==> src/rtl/seg_addr_pkg.sv <==
package seg_addr_pkg;
    localparam int SEG_W   = 16;
    localparam int OFF_W   = 16;
    localparam int SHIFT   = 4;
    localparam int NUM_SEG = 4;
    localparam int IDX_W   = $clog2(NUM_SEG);
    localparam int ADDR_W  = SEG_W + SHIFT;

    typedef enum logic [1:0] {
        ACC_FETCH  = 2'd0,
        ACC_STACK  = 2'd1,
        ACC_DATA   = 2'd2,
        ACC_STRDST = 2'd3
    } acc_kind_e;

    typedef enum logic [IDX_W-1:0] {
        SEG_CODE  = 2'd0,
        SEG_DATA  = 2'd1,
        SEG_EXTRA = 2'd2,
        SEG_STACK = 2'd3
    } seg_idx_e;
endpackage

==> src/rtl/seg_regfile.sv <==
module seg_regfile
    import seg_addr_pkg::*;
#(
    parameter int W   = SEG_W,
    parameter int N   = NUM_SEG,
    localparam int IW = $clog2(N)
) (
    input  logic                clk,
    input  logic                rst_n,
    input  logic                wr_en,
    input  logic [IW-1:0]       wr_sel,
    input  logic [W-1:0]        wr_data,
    output logic [N-1:0][W-1:0] seg_o
);
    for (genvar g = 0; g < N; g++) begin : g_seg
        logic [W-1:0] base_d, base_q;

        always_comb begin
            base_d = base_q;
            if (wr_en && (wr_sel == IW'(g))) begin
                base_d = wr_data;
            end
        end

        always_ff @(posedge clk or negedge rst_n) begin
            if (!rst_n) base_q <= '0;
            else        base_q <= base_d;
        end

        assign seg_o[g] = base_q;
    end
endmodule

==> src/rtl/seg_select.sv <==
module seg_select
    import seg_addr_pkg::*;
(
    input  acc_kind_e  kind_i,
    input  logic       ovr_valid_i,
    input  seg_idx_e   ovr_sel_i,
    output seg_idx_e   idx_o
);
    always_comb begin
        unique case (kind_i)
            ACC_FETCH:  idx_o = SEG_CODE;
            ACC_STRDST: idx_o = SEG_EXTRA;
            ACC_STACK:  idx_o = ovr_valid_i ? ovr_sel_i : SEG_STACK;
            ACC_DATA:   idx_o = ovr_valid_i ? ovr_sel_i : SEG_DATA;
            default:    idx_o = SEG_CODE;
        endcase
    end
endmodule

==> src/rtl/seg_adder.sv <==
module seg_adder
    import seg_addr_pkg::*;
#(
    parameter int W    = SEG_W,
    parameter int N    = NUM_SEG,
    parameter int OW   = OFF_W,
    parameter int SH   = SHIFT,
    localparam int IW  = $clog2(N),
    localparam int AW  = W + SH
) (
    input  logic [N-1:0][W-1:0] seg_i,
    input  logic [IW-1:0]       idx_i,
    input  logic [OW-1:0]       off_i,
    output logic [AW-1:0]       addr_o
);
    logic [W-1:0]  base;
    logic [AW-1:0] base_sh;
    logic [AW-1:0] off_ext;

    always_comb begin
        base    = seg_i[idx_i];
        base_sh = {base, {SH{1'b0}}};
        off_ext = AW'(off_i);
        addr_o  = base_sh + off_ext;
    end
endmodule

==> src/rtl/seg_addr_gen.sv <==
module seg_addr_gen
    import seg_addr_pkg::*;
(
    input  logic              clk,
    input  logic              rst_n,
    input  logic              wr_en,
    input  logic [IDX_W-1:0]  wr_sel,
    input  logic [SEG_W-1:0]  wr_data,
    input  logic              req_valid,
    input  logic [1:0]        req_kind,
    input  logic [OFF_W-1:0]  req_offset,
    input  logic              ovr_valid,
    input  logic [IDX_W-1:0]  ovr_sel,
    output logic              out_valid,
    output logic [ADDR_W-1:0] out_addr,
    output logic [IDX_W-1:0]  out_seg
);
    typedef struct packed {
        logic              vld;
        logic [ADDR_W-1:0] addr;
        logic [IDX_W-1:0]  seg;
    } out_t;

    logic [NUM_SEG-1:0][SEG_W-1:0] seg_all;
    seg_idx_e                      sel_idx;
    logic [ADDR_W-1:0]             sum;
    out_t                          res_d, res_q;

    seg_regfile #(.W(SEG_W), .N(NUM_SEG)) u_regs (
        .clk     (clk),
        .rst_n   (rst_n),
        .wr_en   (wr_en),
        .wr_sel  (wr_sel),
        .wr_data (wr_data),
        .seg_o   (seg_all)
    );

    seg_select u_sel (
        .kind_i      (acc_kind_e'(req_kind)),
        .ovr_valid_i (ovr_valid),
        .ovr_sel_i   (seg_idx_e'(ovr_sel)),
        .idx_o       (sel_idx)
    );

    seg_adder #(.W(SEG_W), .N(NUM_SEG), .OW(OFF_W), .SH(SHIFT)) u_add (
        .seg_i  (seg_all),
        .idx_i  (sel_idx),
        .off_i  (req_offset),
        .addr_o (sum)
    );

    always_comb begin
        res_d     = res_q;
        res_d.vld = req_valid;
        if (req_valid) begin
            res_d.addr = sum;
            res_d.seg  = sel_idx;
        end
    end

    always_ff @(posedge clk or negedge rst_n) begin
        if (!rst_n) res_q <= '0;
        else        res_q <= res_d;
    end

    assign out_valid = res_q.vld;
    assign out_addr  = res_q.addr;
    assign out_seg   = res_q.seg;
endmodule

==> config.mk <==
export PLATFORM = sky130hd
export DESIGN_NAME = seg_addr_gen
export DESIGN_NICKNAME = d
export VERILOG_FILES = /design/src/rtl/seg_addr_pkg.sv /design/src/rtl/seg_regfile.sv /design/src/rtl/seg_select.sv /design/src/rtl/seg_adder.sv /design/src/rtl/seg_addr_gen.sv
export SDC_FILE = /design/constraint.sdc
export NUM_CORES = 1
export LEC_CHECK = 0
export BUFFER_PORTS_ARGS = -buffer_cell sky130_fd_sc_hd__buf_2
export CAP_MARGIN = 20
export CORE_UTILIZATION = 51
export DETAILED_ROUTE_END_ITERATION = 16
export GPL_TIMING_DRIVEN = 1
export HOLD_SLACK_MARGIN = 0.06
export PLACE_DENSITY = 0.76
export SYNTH_ARGS = -nofsm -noshare
export SYNTH_HDL_FRONTEND = slang
export SYNTH_SLANG_ARGS = --single-unit
==> constraint.sdc <==
create_clock -name clk -period 2.85 [get_ports clk]
set_clock_uncertainty 0.2 [all_clocks]
set_input_delay 0.1425 -clock clk [delete_from_list [all_inputs] [get_ports clk]]
set_output_delay 0.1425 -clock clk [all_outputs]
set_load 0.02 [all_outputs]
==> results.cfg, run 1 <==
[outcome]
outcome = complete, but fails checks
violations = setup timing

[die]
fp.dieW_um = 92.78
initial_core_util_pct = 53.56
coreArea_um2 = 7848
rows = 32
die-area_um2 = 8608
io_pins = 66
die_h_um = 92.78

[layout]
num_antenna_cells = 0
drive_above_1_share_pct = 54.06
finalNonFillerCells = 533
mostFrequentLayoutCell = dfrtp_1
final_cell_mix = dfrtp_1 (87), mux2_2 (77), buf_2 (63)
syn2layout_area_growth_pct = 31.50
final_net_count = 482

[sta]
slew_headroom_pct = 55.37
final_hold_viol_count = 0
final-max-slew-violation-count = 0
max_clock_freq_mhz = 339.2
grt_setup_unrepaired = yes
worstMarginPinSlew_ps = 669.4
finalSetupViolations = 1
fin_crit_ps = 2948
tns_ps = -97.77
fin_crit_sh_pct = 103.4
worst_slack_ps = -97.77

[grt]
antenna_found_initial = 0
first_global_vias = 3046
grt_max_degree = 52
grtUsageTotal_pct = 22.44
grt_pass1_wl_um = 14730
grt.overflow.total = 0

[routing]
drt_iter0_markers = 108
dr_wl_met3_um = 349
via_count = 2964
wl_met1_um = 4096
wl_um = 9185
vias_per_cell = 5.561
dr.max_layer_used = met4
drc_errors = 0
met2_length_um = 4617
ant_nets = 0
wl_per_cell_um = 17.23
drt_pass1_iterations = 4

[pwr]
p_leak_nw = 2.490
finalPower_mw = 4.054
ir_drop_mv = 0.3129
power.density_nw_per_um2 = 733.5

[job]
drv_cap = 0

[cts]
clk_latency_ps = 360
cts-root-buf = clkbuf_8
clockBufferDepth = 2
tritoncts = built
cts_buffers = 9
cts.reportedPaths.clkPinSlew_ps = 90
htree_num_levels = 3
cts_sinks = 87

[worst_setup_path]
cp-end-kind = flop
cp_max_fo = 3
critPathArrivalTime_ps = 2990
startpoint_type = flop
worstPathRequired_ps = 2890
crit_type = flop to flop

[logic_synthesis]
seq_area_frac_synth_pct = 51.80
ys_ff_latch = 87
ys.warnings.count = 0
avgSynthCellArea_um2 = 14.34
synthArstFlopShare_pct = 100.0
synthCells = 293
syn-num-nets = 349
synth-edff-count = 0
syn_area_um2 = 4203
netlist-cell-type-count = 41
ys.flop_type = dfrtp_1

[place]
portBuffers = 65
place_congestion = 0.8581
hpwl_um = 6189
placedCellCount = 489

[hold_path]
hold_path_class = input port to flop
## registers in the layout (all words and copies together), names as in the netlist
name                 flops
out_valid                1
out_addr                20
u_regs.g_seg.base_q     64
out_seg                  2
## worst paths after layout
check                                          start                         to  slack [ps]  cells past startpoint
setup / recovery           u_regs.g_seg[3].base_q[0]               out_addr[16]        -100                      9
setup reg to reg           u_regs.g_seg[3].base_q[0]               out_addr[16]        -100                      9
hold reg to reg                          out_addr[9]                out_addr[9]         280                      1
hold / removal                         req_offset[5]                out_addr[5]          80                      3
max in group asynchronous                      rst_n                out_addr[8]        1580                      3
min in group asynchronous                      rst_n  u_regs.g_seg[1].base_q[4]         160                      2
## repair_timing
item	4_1_cts	5_1_grt
gates resized for setup	1	12
pin swaps	3	14
hold endpoints to repair	120	0
hold buffers	23	0
setup endpoints to repair	4	9
buffers inserted	2	3
## synth_stat cells, types with 2 or more instances
library cell | instances | area, µm²
a21o_1 | 6 | 45.04
a21oi_1 | 11 | 55.05
a31o_2 | 3 | 26.28
a31oi_1 | 2 | 12.51
clkbuf_1 | 8 | 30.03
dfrtp_1 | 87 | 2177
ha_1 | 12 | 150.1
inv_1 | 3 | 11.26
mux2_2 | 78 | 878.3
mux4_1 | 4 | 105.1
mux4_2 | 12 | 270.3
nand2_1 | 8 | 30.03
nand3_1 | 3 | 15.01
nand3b_1 | 2 | 15.01
nor2_1 | 9 | 33.78
nor3_1 | 3 | 15.01
nor3b_1 | 2 | 15.01
o211ai_1 | 2 | 15.01
o21a_1 | 4 | 30.03
o21ai_0 | 5 | 25.02
or3_1 | 3 | 18.77
xnor2_1 | 7 | 61.31
## kinds of logic after synthesis
group,Yosys count,share of synthesized area (%)
mux,94,29.83
flops,87,51.80
compound gates,42,6.996
simple gates,35,4.198
buf+inv,14,1.459
fa+ha+maj,13,4.049
xor+xnor,8,1.667
## critical path: stages, from the launching register on
cell      delay, ps
dfrtp_1         380
mux4_2          500
ha_4            180
fa_2            330
a21o_1          200
a221oi_2        290
a311o_1         260
a21oi_2          90
xnor2_1         130
mux2_4          260
## per-stage QoR
| step | cell area [µm²] | utilization, % | setup slack, ps | hold WS [ps] |
|---|---|---|---|---|
| 3_5_place_dp | 4999 | 63.70 | -463.3 | 17.14 |
| 5_1_grt | 5527 | 70.42 | -202.3 | 93.53 |
| 3_3_place_gp | 4999 | 63.70 | -399.2 | 4.158 |
| 2_1_floorplan | 4273 | - | -433.8 | -353.1 |
| 6_report | 5527 | 70.42 | -97.77 | 76.79 |
| 4_1_cts | 5441 | 69.34 | -46.71 | 73.54 |
## metal layers
| metal | global-route usage (%) | up-vias |
|---|---|---|
| li1 | - | 1369 |
| met4 | 8.077 | 0 |
| met2 | 36.76 | 78 |
| met3 | 3.284 | 11 |
| met5 | 0 | - |
| met1 | 30.49 | 1506 |
## power by group
part	switching (mW)	internal, mW	leakage, nW
Clock	0.461	0.407	0.0998
Combinational	0.703	0.828	1.36
Sequential	0.142	1.51	1.03
## layout make-up
| cell class | count | area (µm²) |
|---|---|---|
| repair buffers | 132 | 923.4 |
| multi-input cells | 192 | 2090 |
| well taps | 102 | 127.6 |
| flip-flops and latches | 87 | 2177 |
| clock inverters | 7 | 70.07 |
| inverters | 4 | 15.01 |
| fillers | 565 | 2321 |
| clock buffers | 9 | 123.9 |
Power figures use the tool's default switching activity.
==> inputs of run 2 (changes only) <==
==> constraint.sdc (replaced) <==
create_clock -name clk -period 2.7 [get_ports clk]
set_clock_uncertainty 0.2 [all_clocks]
set_input_delay 0.135 -clock clk [delete_from_list [all_inputs] [get_ports clk]]
set_output_delay 0.135 -clock clk [all_outputs]
set_load 0.02 [all_outputs]
==> results.cfg, run 2 (synthesized netlist as in run 1, its figures left out) <==
[layout]
drive_above_1_share_pct = 57.34
num_antenna_cells = 0
final_net_count = 487
mostFrequentLayoutCell = dfrtp_1
post-route-util_pct = 73.15
largest_reg_flops = 64
syn2layout_area_growth_pct = 36.59
final_cell_mix = dfrtp_1 (87), mux2_2 (74), buf_2 (62)
regMostFlops = u_regs.g_seg.base_q

[worst_setup_path]
critPathArrivalTime_ps = 3050
crit_slowest_cell = mux4_2
cp-end-kind = flop
cp_max_fo = 2
startpoint_type = flop
cpPeakStageDelay_ps = 520
crit_type = flop to flop
critPathTopFamily = compound AO/OA/AOI/OAI gates
worstPathCellList = mux4_2 -> ha_4 -> fa_2 -> a21o_1 -> a221oi_4 -> a311o_1 -> a21oi_2 -> xnor2_1 -> mux2_4
cp_num_buf_inv = 0
worstPathRequired_ps = 2750
reg2reg_slack_ps = -300

[sta]
fin_crit_ps = 2996
worstMarginPinSlew_ps = 585.7
max_clock_freq_mhz = 333.7
final-max-slew-violation-count = 0
finalSetupViolations = 10
fin_crit_sh_pct = 111.0
slew_headroom_pct = 60.95
final_hold_viol_count = 0
grt_setup_unrepaired = yes
worst_slack_ps = -296.4

[die]
die_h_um = 92.78
die-area_um2 = 8608
io_pins = 66
rows = 32
coreArea_um2 = 7848
initial_core_util_pct = 53.56
fp.dieW_um = 92.78

[cts]
cts_sinks = 87
htree_num_levels = 3
cts.reportedPaths.clkPinSlew_ps = 90
cts_buffers = 9
cts-root-buf = clkbuf_8
clockBufferDepth = 2
clk_latency_ps = 370
tritoncts = built

[pwr]
p_leak_nw = 2.591
power.density_nw_per_um2 = 799.2
ir_drop_mv = 0.3469
finalPower_mw = 4.588

[routing]
ant_nets = 0
wl_um = 9845
wl_per_cell_um = 18.30
vias_per_cell = 5.684
drt_iter0_markers = 133
drc_errors = 0
via_count = 3058
drt_pass1_iterations = 4

[grt]
grt_pass1_wl_um = 15930
first_global_vias = 3262
grtUsageTotal_pct = 24.50
grt.overflow.total = 0
grt_max_degree = 88
antenna_found_initial = 0

[hold_path]
hold_path_class = input port to flop

[outcome]
outcome = complete, but fails checks
violations = setup timing

[place]
place_congestion = 0.8324
portBuffers = 65
hpwl_um = 6099
place_ws_ps = -682.8

[job]
drv_cap = 0
run 2: what timing repair did:
action | CTS | global route
pin swaps | 18 | 21
endpoints found under the hold margin | 157 | 0
hold buffers | 23 | 0
resized for setup | 33 | 12
endpoints found under the setup margin | 10 | 10
buffers inserted | 10 | 6
run 2: stage by stage:
step           hold slack (ps)  instance area, µm²  setup TNS (ps)  instances
6_report                 74.70                5741           -1703        538
3_5_place_dp             175.0                4933           -5815        483
4_1_cts                  61.08                5634           -1412        532
3_3_place_gp             167.3                4933           -5231        483
2_1_floorplan           -360.6                4278           -3171        293
5_1_grt                  78.88                5741           -2481        538
run 2: where the power goes:
group | total [mW] | switching [mW] | internal [mW]
sequential | 1.75 | 0.153 | 1.60
clock | 1.04 | 0.491 | 0.553
combinational | 1.79 | 0.827 | 0.967
run 2: final cells by class:
type / count / area, µm²
multi-input cells: 192 / 2200
flip-flops and latches: 87 / 2177
fillers: 532 / 2107
repair buffers: 137 / 992.2
clock buffers: 10 / 137.6
well taps: 102 / 127.6
clock inverters: 6 / 91.34
inverters: 4 / 15.01
run 2: path summary, 6_finish.rpt:
check,to,start,depth (start not counted)
worst max-delay path,out_addr[16],u_regs.g_seg[3].base_q[0],9
worst min-delay path,out_addr[5],req_offset[5],3
worst max register to register,out_addr[16],u_regs.g_seg[3].base_q[0],9
worst min register to register,out_addr[9],out_addr[9],1
max in group asynchronous,out_addr[2],rst_n,3
min in group asynchronous,u_regs.g_seg[1].base_q[2],rst_n,2
run 2: tightest hold or removal path, stage by stage:
cell    delay, ps
buf_2         140
fa_2          210
mux2_2        130
run 2: per-layer routing:
layer / vias up / wire (µm) / part of all wire, % / global-route usage [%]
met4: 0 / 274 / 2.8 / 11.28
li1: 1386 / - / - / -
met2: 97 / 5030 / 51 / 41.91
met3: 22 / 451 / 4.6 / 5.665
met5: - / 0 / 0 / 0
met1: 1553 / 4088 / 42 / 29.28
